### src/rtl/macs_pkg.sv
package macs_pkg;
    localparam int A_W   = 25;
    localparam int B_W   = 18;
    localparam int ACC_W = 48;
    localparam int P_W   = A_W + B_W;
    localparam int EXT_W = ACC_W - P_W;

    typedef enum logic [1:0] {
        OP_PROD     = 2'b00,
        OP_ACC_ADD  = 2'b01,
        OP_CASC_ADD = 2'b10,
        OP_ACC_SUB  = 2'b11
    } op_e;

    typedef struct packed {
        logic [A_W-1:0]   a;
        logic [A_W-1:0]   d;
        logic [B_W-1:0]   b;
        logic             pre_en;
        op_e              op;
        logic [ACC_W-1:0] casc;
        logic             cin;
    } in_t;

    typedef struct packed {
        logic [ACC_W-1:0] prod;
        op_e              op;
        logic [ACC_W-1:0] casc;
        logic             cin;
    } prod_t;

    function automatic logic [ACC_W-1:0] sext_prod(input logic [P_W-1:0] p);
        return {{EXT_W{p[P_W-1]}}, p};
    endfunction

    function automatic logic masked_eq(input logic [ACC_W-1:0] v,
                                       input logic [ACC_W-1:0] pat,
                                       input logic [ACC_W-1:0] mask);
        return ((v ^ pat) & mask) == '0;
    endfunction
endpackage

### src/rtl/macs_in_stage.sv
module macs_in_stage
    import macs_pkg::*;
(
    input  logic clk,
    input  logic rst,
    input  in_t  d_in,
    output in_t  q
);
    always_ff @(posedge clk) begin
        if (rst) q <= '0;
        else     q <= d_in;
    end
endmodule

### src/rtl/macs_mult_stage.sv
module macs_mult_stage
    import macs_pkg::*;
(
    input  logic  clk,
    input  logic  rst,
    input  in_t   s1,
    output prod_t s2
);
    logic [A_W-1:0]        mcand;
    logic signed [P_W-1:0] mult;

    always_comb begin
        mcand = s1.pre_en ? (s1.a + s1.d) : s1.a;
        mult  = $signed({{B_W{mcand[A_W-1]}}, mcand}) *
                $signed({{A_W{s1.b[B_W-1]}}, s1.b});
    end

    always_ff @(posedge clk) begin
        if (rst) begin
            s2 <= '0;
        end else begin
            s2.prod <= sext_prod(mult);
            s2.op   <= s1.op;
            s2.casc <= s1.casc;
            s2.cin  <= s1.cin;
        end
    end


    prod_reset_chk: assert property (@(posedge clk) rst |=> (s2.prod == '0 && s2.op == OP_PROD));
endmodule

### src/rtl/macs_alu_stage.sv
module macs_alu_stage
    import macs_pkg::*;
(
    input  logic             clk,
    input  logic             rst,
    input  prod_t            s2,
    input  logic [ACC_W-1:0] pat,
    input  logic [ACC_W-1:0] mask,
    output logic [ACC_W-1:0] acc,
    output logic             match
);
    logic [ACC_W-1:0] nxt;

    always_comb begin
        unique case (s2.op)
            OP_PROD:     nxt = s2.prod;
            OP_ACC_ADD:  nxt = acc + s2.prod;
            OP_CASC_ADD: nxt = s2.casc + s2.prod + {{(ACC_W-1){1'b0}}, s2.cin};
            OP_ACC_SUB:  nxt = acc - s2.prod;
            default:     nxt = s2.prod;
        endcase
    end

    always_ff @(posedge clk) begin
        if (rst) begin
            acc   <= '0;
            match <= 1'b0;
        end else begin
            acc   <= nxt;
            match <= masked_eq(nxt, pat, mask);
        end
    end


    acc_reset_chk: assert property (@(posedge clk) rst |=> (acc == '0 && !match));

    pass_prod_chk: assert property (@(posedge clk) disable iff (rst)
        s2.op == OP_PROD |=> acc == $past(s2.prod));

    acc_add_chk: assert property (@(posedge clk) disable iff (rst)
        s2.op == OP_ACC_ADD |=> acc == $past(acc) + $past(s2.prod));

    casc_add_chk: assert property (@(posedge clk) disable iff (rst)
        s2.op == OP_CASC_ADD |=> acc == $past(s2.casc) + $past(s2.prod) + ACC_W'($past(s2.cin)));

    acc_sub_chk: assert property (@(posedge clk) disable iff (rst)
        s2.op == OP_ACC_SUB |=> acc == $past(acc) - $past(s2.prod));

    match_valid_chk: assert property (@(posedge clk) disable iff (rst)
        match |-> (((acc ^ $past(pat)) & $past(mask)) == '0));
endmodule

### src/rtl/macs_slice.sv
module macs_slice
    import macs_pkg::*;
(
    input  logic             clk,
    input  logic             rst,
    input  logic [A_W-1:0]   op_a,
    input  logic [A_W-1:0]   op_d,
    input  logic [B_W-1:0]   op_b,
    input  logic             preadd_en,
    input  logic [1:0]       op_mode,
    input  logic [ACC_W-1:0] casc_in,
    input  logic             carry_in,
    input  logic [ACC_W-1:0] pat_value,
    input  logic [ACC_W-1:0] pat_mask,
    output logic [ACC_W-1:0] result,
    output logic [ACC_W-1:0] casc_out,
    output logic             pat_match
);
    in_t   s0;
    in_t   s1;
    prod_t s2;
    logic [ACC_W-1:0] acc;

    always_comb begin
        s0.a      = op_a;
        s0.d      = op_d;
        s0.b      = op_b;
        s0.pre_en = preadd_en;
        s0.op     = op_e'(op_mode);
        s0.casc   = casc_in;
        s0.cin    = carry_in;
    end

    macs_in_stage u_in (
        .clk (clk),
        .rst (rst),
        .d_in(s0),
        .q   (s1)
    );

    macs_mult_stage u_mult (
        .clk(clk),
        .rst(rst),
        .s1 (s1),
        .s2 (s2)
    );

    macs_alu_stage u_alu (
        .clk  (clk),
        .rst  (rst),
        .s2   (s2),
        .pat  (pat_value),
        .mask (pat_mask),
        .acc  (acc),
        .match(pat_match)
    );

    assign result   = acc;
    assign casc_out = acc;


    latency_chk: assert property (@(posedge clk) disable iff (rst)
        s2.op == op_e'($past(s1.op)));
endmodule

### config.mk
export PLATFORM = sky130hd
export DESIGN_NAME = macs_slice
export DESIGN_NICKNAME = d
export VERILOG_FILES = /design/src/rtl/macs_pkg.sv /design/src/rtl/macs_in_stage.sv /design/src/rtl/macs_mult_stage.sv /design/src/rtl/macs_alu_stage.sv /design/src/rtl/macs_slice.sv
export SDC_FILE = /design/constraint.sdc
export NUM_CORES = 2
export LEC_CHECK = 0
export BUFFER_PORTS_ARGS = -buffer_cell sky130_fd_sc_hd__buf_2
export CAP_MARGIN = 30
export CORE_MARGIN = 5
export CORE_UTILIZATION = 63
export DETAILED_ROUTE_END_ITERATION = 6
export GPL_ROUTABILITY_DRIVEN = 0
export PLACE_DENSITY_LB_ADDON = 0.08
export SETUP_SLACK_MARGIN = 0.2
export SYNTH_ARGS = -nofsm -noshare
export SYNTH_HDL_FRONTEND = slang
export SYNTH_HIERARCHICAL = 1
export SYNTH_SLANG_ARGS = --single-unit
### constraint.sdc
create_clock -name clk -period 16.7 [get_ports clk]
set_input_delay 3.34 -clock clk [delete_from_list [all_inputs] [get_ports clk]]
set_output_delay 3.34 -clock clk [all_outputs]
set_load 0.05 [all_outputs]
* Word level (Yosys, flattened, before mapping)
Index checks and enable logic that the tools add are counted.
** Storage, ports and cells
- Register bits after elaboration :: 263
- Latch bits :: 0
- RAM bits :: 0
- Bits in read-only memories :: 0
- Bits of input ports :: 218
- Output and inout port bits :: 97
- Logic and storage cells :: 28
- Memories :: 0
** Operators by class
- $add $sub $neg :: 5
- $mul :: 1
- Divide/modulo/power cells :: 0
- Order comparisons :: 0
- Equal/unequal tests :: 3
- Shift-type cells :: 0
- Mux-type cells :: 2
- Bitwise logic cells :: 2
- Reductions and logical operators :: 2
** Operator list (count)
- case mux 48 bit (4 select lines) :: 1
- adder 48 bit :: 2
- adder 48 x 1 -> 48 bit :: 1
- AND 48 bit :: 1
- logical NOT 48 bit :: 1
- subtractor 48 bit :: 1
- XOR 48 bit :: 1
- multiplier 25 x 18 -> 43 bit :: 1
- adder 25 bit :: 1
- two-way mux 25 bit :: 1
- == test 2 bit (second input constant) :: 2
- == test 2 x 1 -> 1 bit (second input constant) :: 1
- logical NOT 2 bit :: 1

* Logic depth before layout (Yosys ltp)
- Depth in word-level cells :: 6
- Gate-level depth with buffers :: 36
- Gate-level depth less buffers :: 34

* By module
Netlist, hierarchy kept.
** By module, submodules not included
- macs_mult_stage :: times used 1, cells each 2199, area each 19929.1 um2, seq. area each 1881.8 um2
- macs_alu_stage :: times used 1, cells each 1553, area each 10794.1 um2, seq. area each 980.9 um2
- macs_in_stage :: times used 1, cells each 253, area each 3220.6 um2, seq. area each 2402.3 um2
- macs_slice :: times used 1, cells each 48, area each 360.3 um2, seq. area each 0.0 um2

* Worst setup path after synthesis
OpenSTA, ideal clock, no wires.
- Path kind :: reg-to-reg
- From :: reg u_in/q[95] in the netlist's numbering
- To :: reg u_mult/s2[81] (netlist name)
- Setup time :: 0.121 ns
- Arrival time :: 7.891 ns
- Required time :: 16.579 ns
- Slack :: 8.688 ns
- Cell stages (with the launch flop) :: 33
- Path buffers :: 2
- Clock period less this slack :: 8.012 ns
- Path through :: dfxtp_1 > ha_1 > inv_1 > fa_1 > nor2b_1 > o31ai_1 > a21oi_1 > o21ai_0 > and3_1 > o31ai_1 > clkbuf_1 > nand2_1 > fa_1 > inv_1 > fa_1 > inv_1 > fa_1 > fa_1 > inv_1 > fa_1 > inv_1 > fa_1 > inv_1 > ha_1 > clkbuf_1 > nand4_1 > or3_1 > o221ai_2 > o21ai_0 > a21boi_0 > o21ai_0 > a21boi_0 > mux2_2
** On the way
- Word-level cells in the longest chain between the ends :: 3
** Ends and longest elaborated chain
- start: declaration :: RTL line macs_in_stage.sv:7 : output in_t q
- start signal: assignment :: RTL line macs_in_stage.sv:11 : else q <= d_in;
- adder 25 bit :: RTL line macs_mult_stage.sv:13 : mcand = s1.pre_en ? (s1.a + s1.d) : s1.a;
- two-way mux 25 bit (*) :: RTL line macs_mult_stage.sv:13
- multiplier 25 x 18 -> 43 bit (*) :: RTL line macs_mult_stage.sv:14 : mult = $signed({{B_W{mcand[A_W-1]}}, mcand}) *
Mark *: on every way between the ends. The rest lies on a longest branch, timed or not.
A chain may end at the register's enable or synchronous reset.

* Worst setup path after layout
- From :: reg u_in/q[95] in the netlist's numbering
- To :: reg u_mult/s2[81] (netlist name)
** On the way
- Word-level cells in the longest chain between the ends :: 3
** Ends and longest elaborated chain (RTL line)
- adder 25 bit :: macs_mult_stage.sv:13
- two-way mux 25 bit (*) :: macs_mult_stage.sv:13
- multiplier 25 x 18 -> 43 bit (*) :: macs_mult_stage.sv:14
Marked as above.

==> impl_metrics.toml <==
[min_path]
holdCritPathClass = "register to register"

[logic_synthesis]
ys_warn_count = 6
syn_area_per_cell_um2 = 8.46
synthTopCellsByArea = "fa_1 26%, dfxtp_1 15%, ha_1 8.2%"
ys_seq_area_frac = 0.153
synthesis.nets = 4942
synth_compound_area_frac = 0.141
synth_seq_cells = 263
synth.area.mux_share = 0.0166
synth_cell_types = 103
synthXorXnorAreaFrac = 0.0460
netlist_instances = 4053
synth_simple_gate_area_share = 0.208
synth-main-ff-cell = "dfxtp_1"
synthMostInstantiatedCell = "inv_1"
synth_top_family_by_area = "adder cells"
netlist_top_cells_count = "547 x inv_1, 445 x fa_1, 420 x nand2_1"
ys_async_sr_fraction = 0
synth_top_cell_by_area = "fa_1"
syn_area_um2 = 34300
synthAdderAreaFrac = 0.342
synth_top_area_share = 0.260
synth_edf_count = 0

[route]
drtIter0Drc = 2131
routed_via_density = 5.82
drc = 2
dr.pass1.iters = 7
wl_per_cell_um = 18.8
wirelength_mm = 92.7
ant_nets = 0
vias = 28600

[sta]
fin_worst_hold_slack_ns = 0.409
timing.final.crit_period_ns = 8.83
finalClockSkew_ns = 0.0370
finalCritPeriodShare = 0.529
rsz0062_at_grt = "false"
slew_headroom = 0.245
hold_viol_final = 0
tns_ns = 0
setup_viol = 0
fmax_mhz = 113
worst_pin_slew_ns = 1.13
drv_slew = 0

[floorplan]
core-area_um2 = 53900
start_util = 0.636
rows = 85
fp.dieH_um = 243
io_pins = 315
dieArea_um2 = 59200
die_x_um = 243

[worst_setup_path]
critPathTopFamily = "adder cells"
r2r_setup_slack_ns = 7.87
slowest_delay_ns = 0.56
worst_path_max_delay_cell = "fa_1"
critPathMaxFanout = 18
arrival_ns = 9.32
cp_num_buf_inv = 6
cp_common_cell = "fa_1"
critPathKind = "register to register"
start_kind = "register"
worstPathRequired_ns = 17.19
cp-end-kind = "register"

[placement]
port_buffers = 314
hpwl_mm = 74.5

[power_and_ir_drop]
p_leak_nw = 17.6
internal-power_mw = 2.34
p_switching_mw = 2.38
seqPwrFrac = 0.179
p_sw_frac = 0.505
vdd_ir_drop_max_v = 0.0000846
p_total_mw = 4.72
power_density_nw_per_um2 = 128
combPwrFrac = 0.680
clkPwrFrac = 0.141

[clocking]
clk_path_buf_depth = 3
clock_latency_ns = 0.61
cts_buffers = 30
post_cts_buffers = 0
clkSinkCount = 263
root_buffer = "clkbuf_16"
clk_pin_slew_ns = 0.07
post_cts_resized = 0
hold_buffers = 0
cts_tree = "built"
cts_max_level = 1

[global_route]
grt_antenna_before_repair = 0
grt_pass1_vias = 28500
grt_max_degree = 104
grt_first_pass_wirelength_mm = 149
grtUsageTotal = 0.306
overflow = 0

[run_status]
outcome = "complete, but fails checks"
violations = "design-rule violations"

[finish]
syn2layout_area_growth_pct = 7.76
final_util = 0.686
fin_nets = 5091
diodes = 0
drive_above_1_share = 0.113

[run]
cap_viol_max_count = 0
## layer usage
layer / wire length, µm / share of wire / track usage
met1: 38600 / 0.42 / 0.410
met2: 43300 / 0.47 / 0.516
met3: 7290 / 0.079 / 0.0446
met4: 3500 / 0.038 / 0.100
met5: 0 / 0 / 0
## cell type report
class | count | area [µm²]
multi-input combinational | 3008 | 25900
sequential | 263 | 5270
fill | 4553 | 17000
tap | 696 | 871
inverter | 549 | 2060
timing repair buffer | 350 | 1900
clock buffer | 35 | 790
clock inverter | 20 | 211
## flip-flops by register name, summed over array words and instances, names as in the netlist
signal and flops:
u_in/q 120, u_mult/s2 94, u_alu/acc 48, u_alu/match 1
## logic make-up after synthesis
group / after synthesis
compound gates: 713
xor+xnor: 173
fa+ha+maj: 671
buf+inv: 782
flops: 263
mux: 54
simple gates: 1397
## cells in the final DEF, fill, tap and decap left out, drive strengths merged, types with 11 or more instances in the layout
| cell type | netlist | layout |
|---|---|---|
| o21a | 26 | 26 |
| clkbuf | 139 | 36 |
| and2 | 190 | 190 |
| clkinv | 2 | 14 |
| mux2i | 34 | 34 |
| a211oi | 39 | 39 |
| nor2b | 247 | 247 |
| xnor2 | 90 | 90 |
| o211ai | 32 | 32 |
| ha | 226 | 226 |
| or3 | 28 | 28 |
| nor4 | 21 | 21 |
| nand2 | 420 | 420 |
| a21o | 55 | 55 |
| and3 | 26 | 26 |
| inv | 547 | 550 |
| nor3b | 11 | 11 |
| o21ai | 138 | 138 |
| nand4 | 42 | 42 |
| dfxtp | 263 | 263 |
| nor3 | 67 | 67 |
| or2 | 14 | 14 |
| buf | 94 | 349 |
| or4 | 12 | 12 |
| nand3 | 48 | 48 |
| nand2b | 40 | 40 |
| o31ai | 35 | 35 |
| nor2 | 209 | 209 |
| xor2 | 79 | 79 |
| fa | 445 | 445 |
| a21oi | 200 | 200 |
| o21bai | 11 | 11 |
| mux2 | 20 | 20 |
| a31oi | 19 | 19 |
| a221oi | 19 | 19 |
## final timing paths
check | startpoint | to | depth (start not counted)
hold reg to reg | u_in/q[7] | u_mult/s2[7] | 1
setup / recovery | u_in/q[95] | u_mult/s2[81] | 32
hold / removal | u_in/q[7] | u_mult/s2[7] | 1
setup reg to reg | u_in/q[95] | u_mult/s2[81] | 32
## power by group through the flow
stage               logic [mW]  clock network [mW]  registers, mW
CTS                       3.19               0.686          0.842
global placement          3.12                   0          0.856
floorplan                 2.44                   0          0.880
global route              3.61               0.706          0.855
detailed placement        3.17                   0          0.855
finish                    3.21               0.665          0.844
## stage by stage
stage                     area [µm²]  cells  setup slack, ns
after CTS                      37000   4920             7.89
after floorplan                34300   4053             8.69
after global routing           37000   4921             7.34
after global placement         35900   4858             7.59
final                          37000   4921             7.87
after detailed placement       36000   4865             7.91
Power figures use the tool's default switching activity.
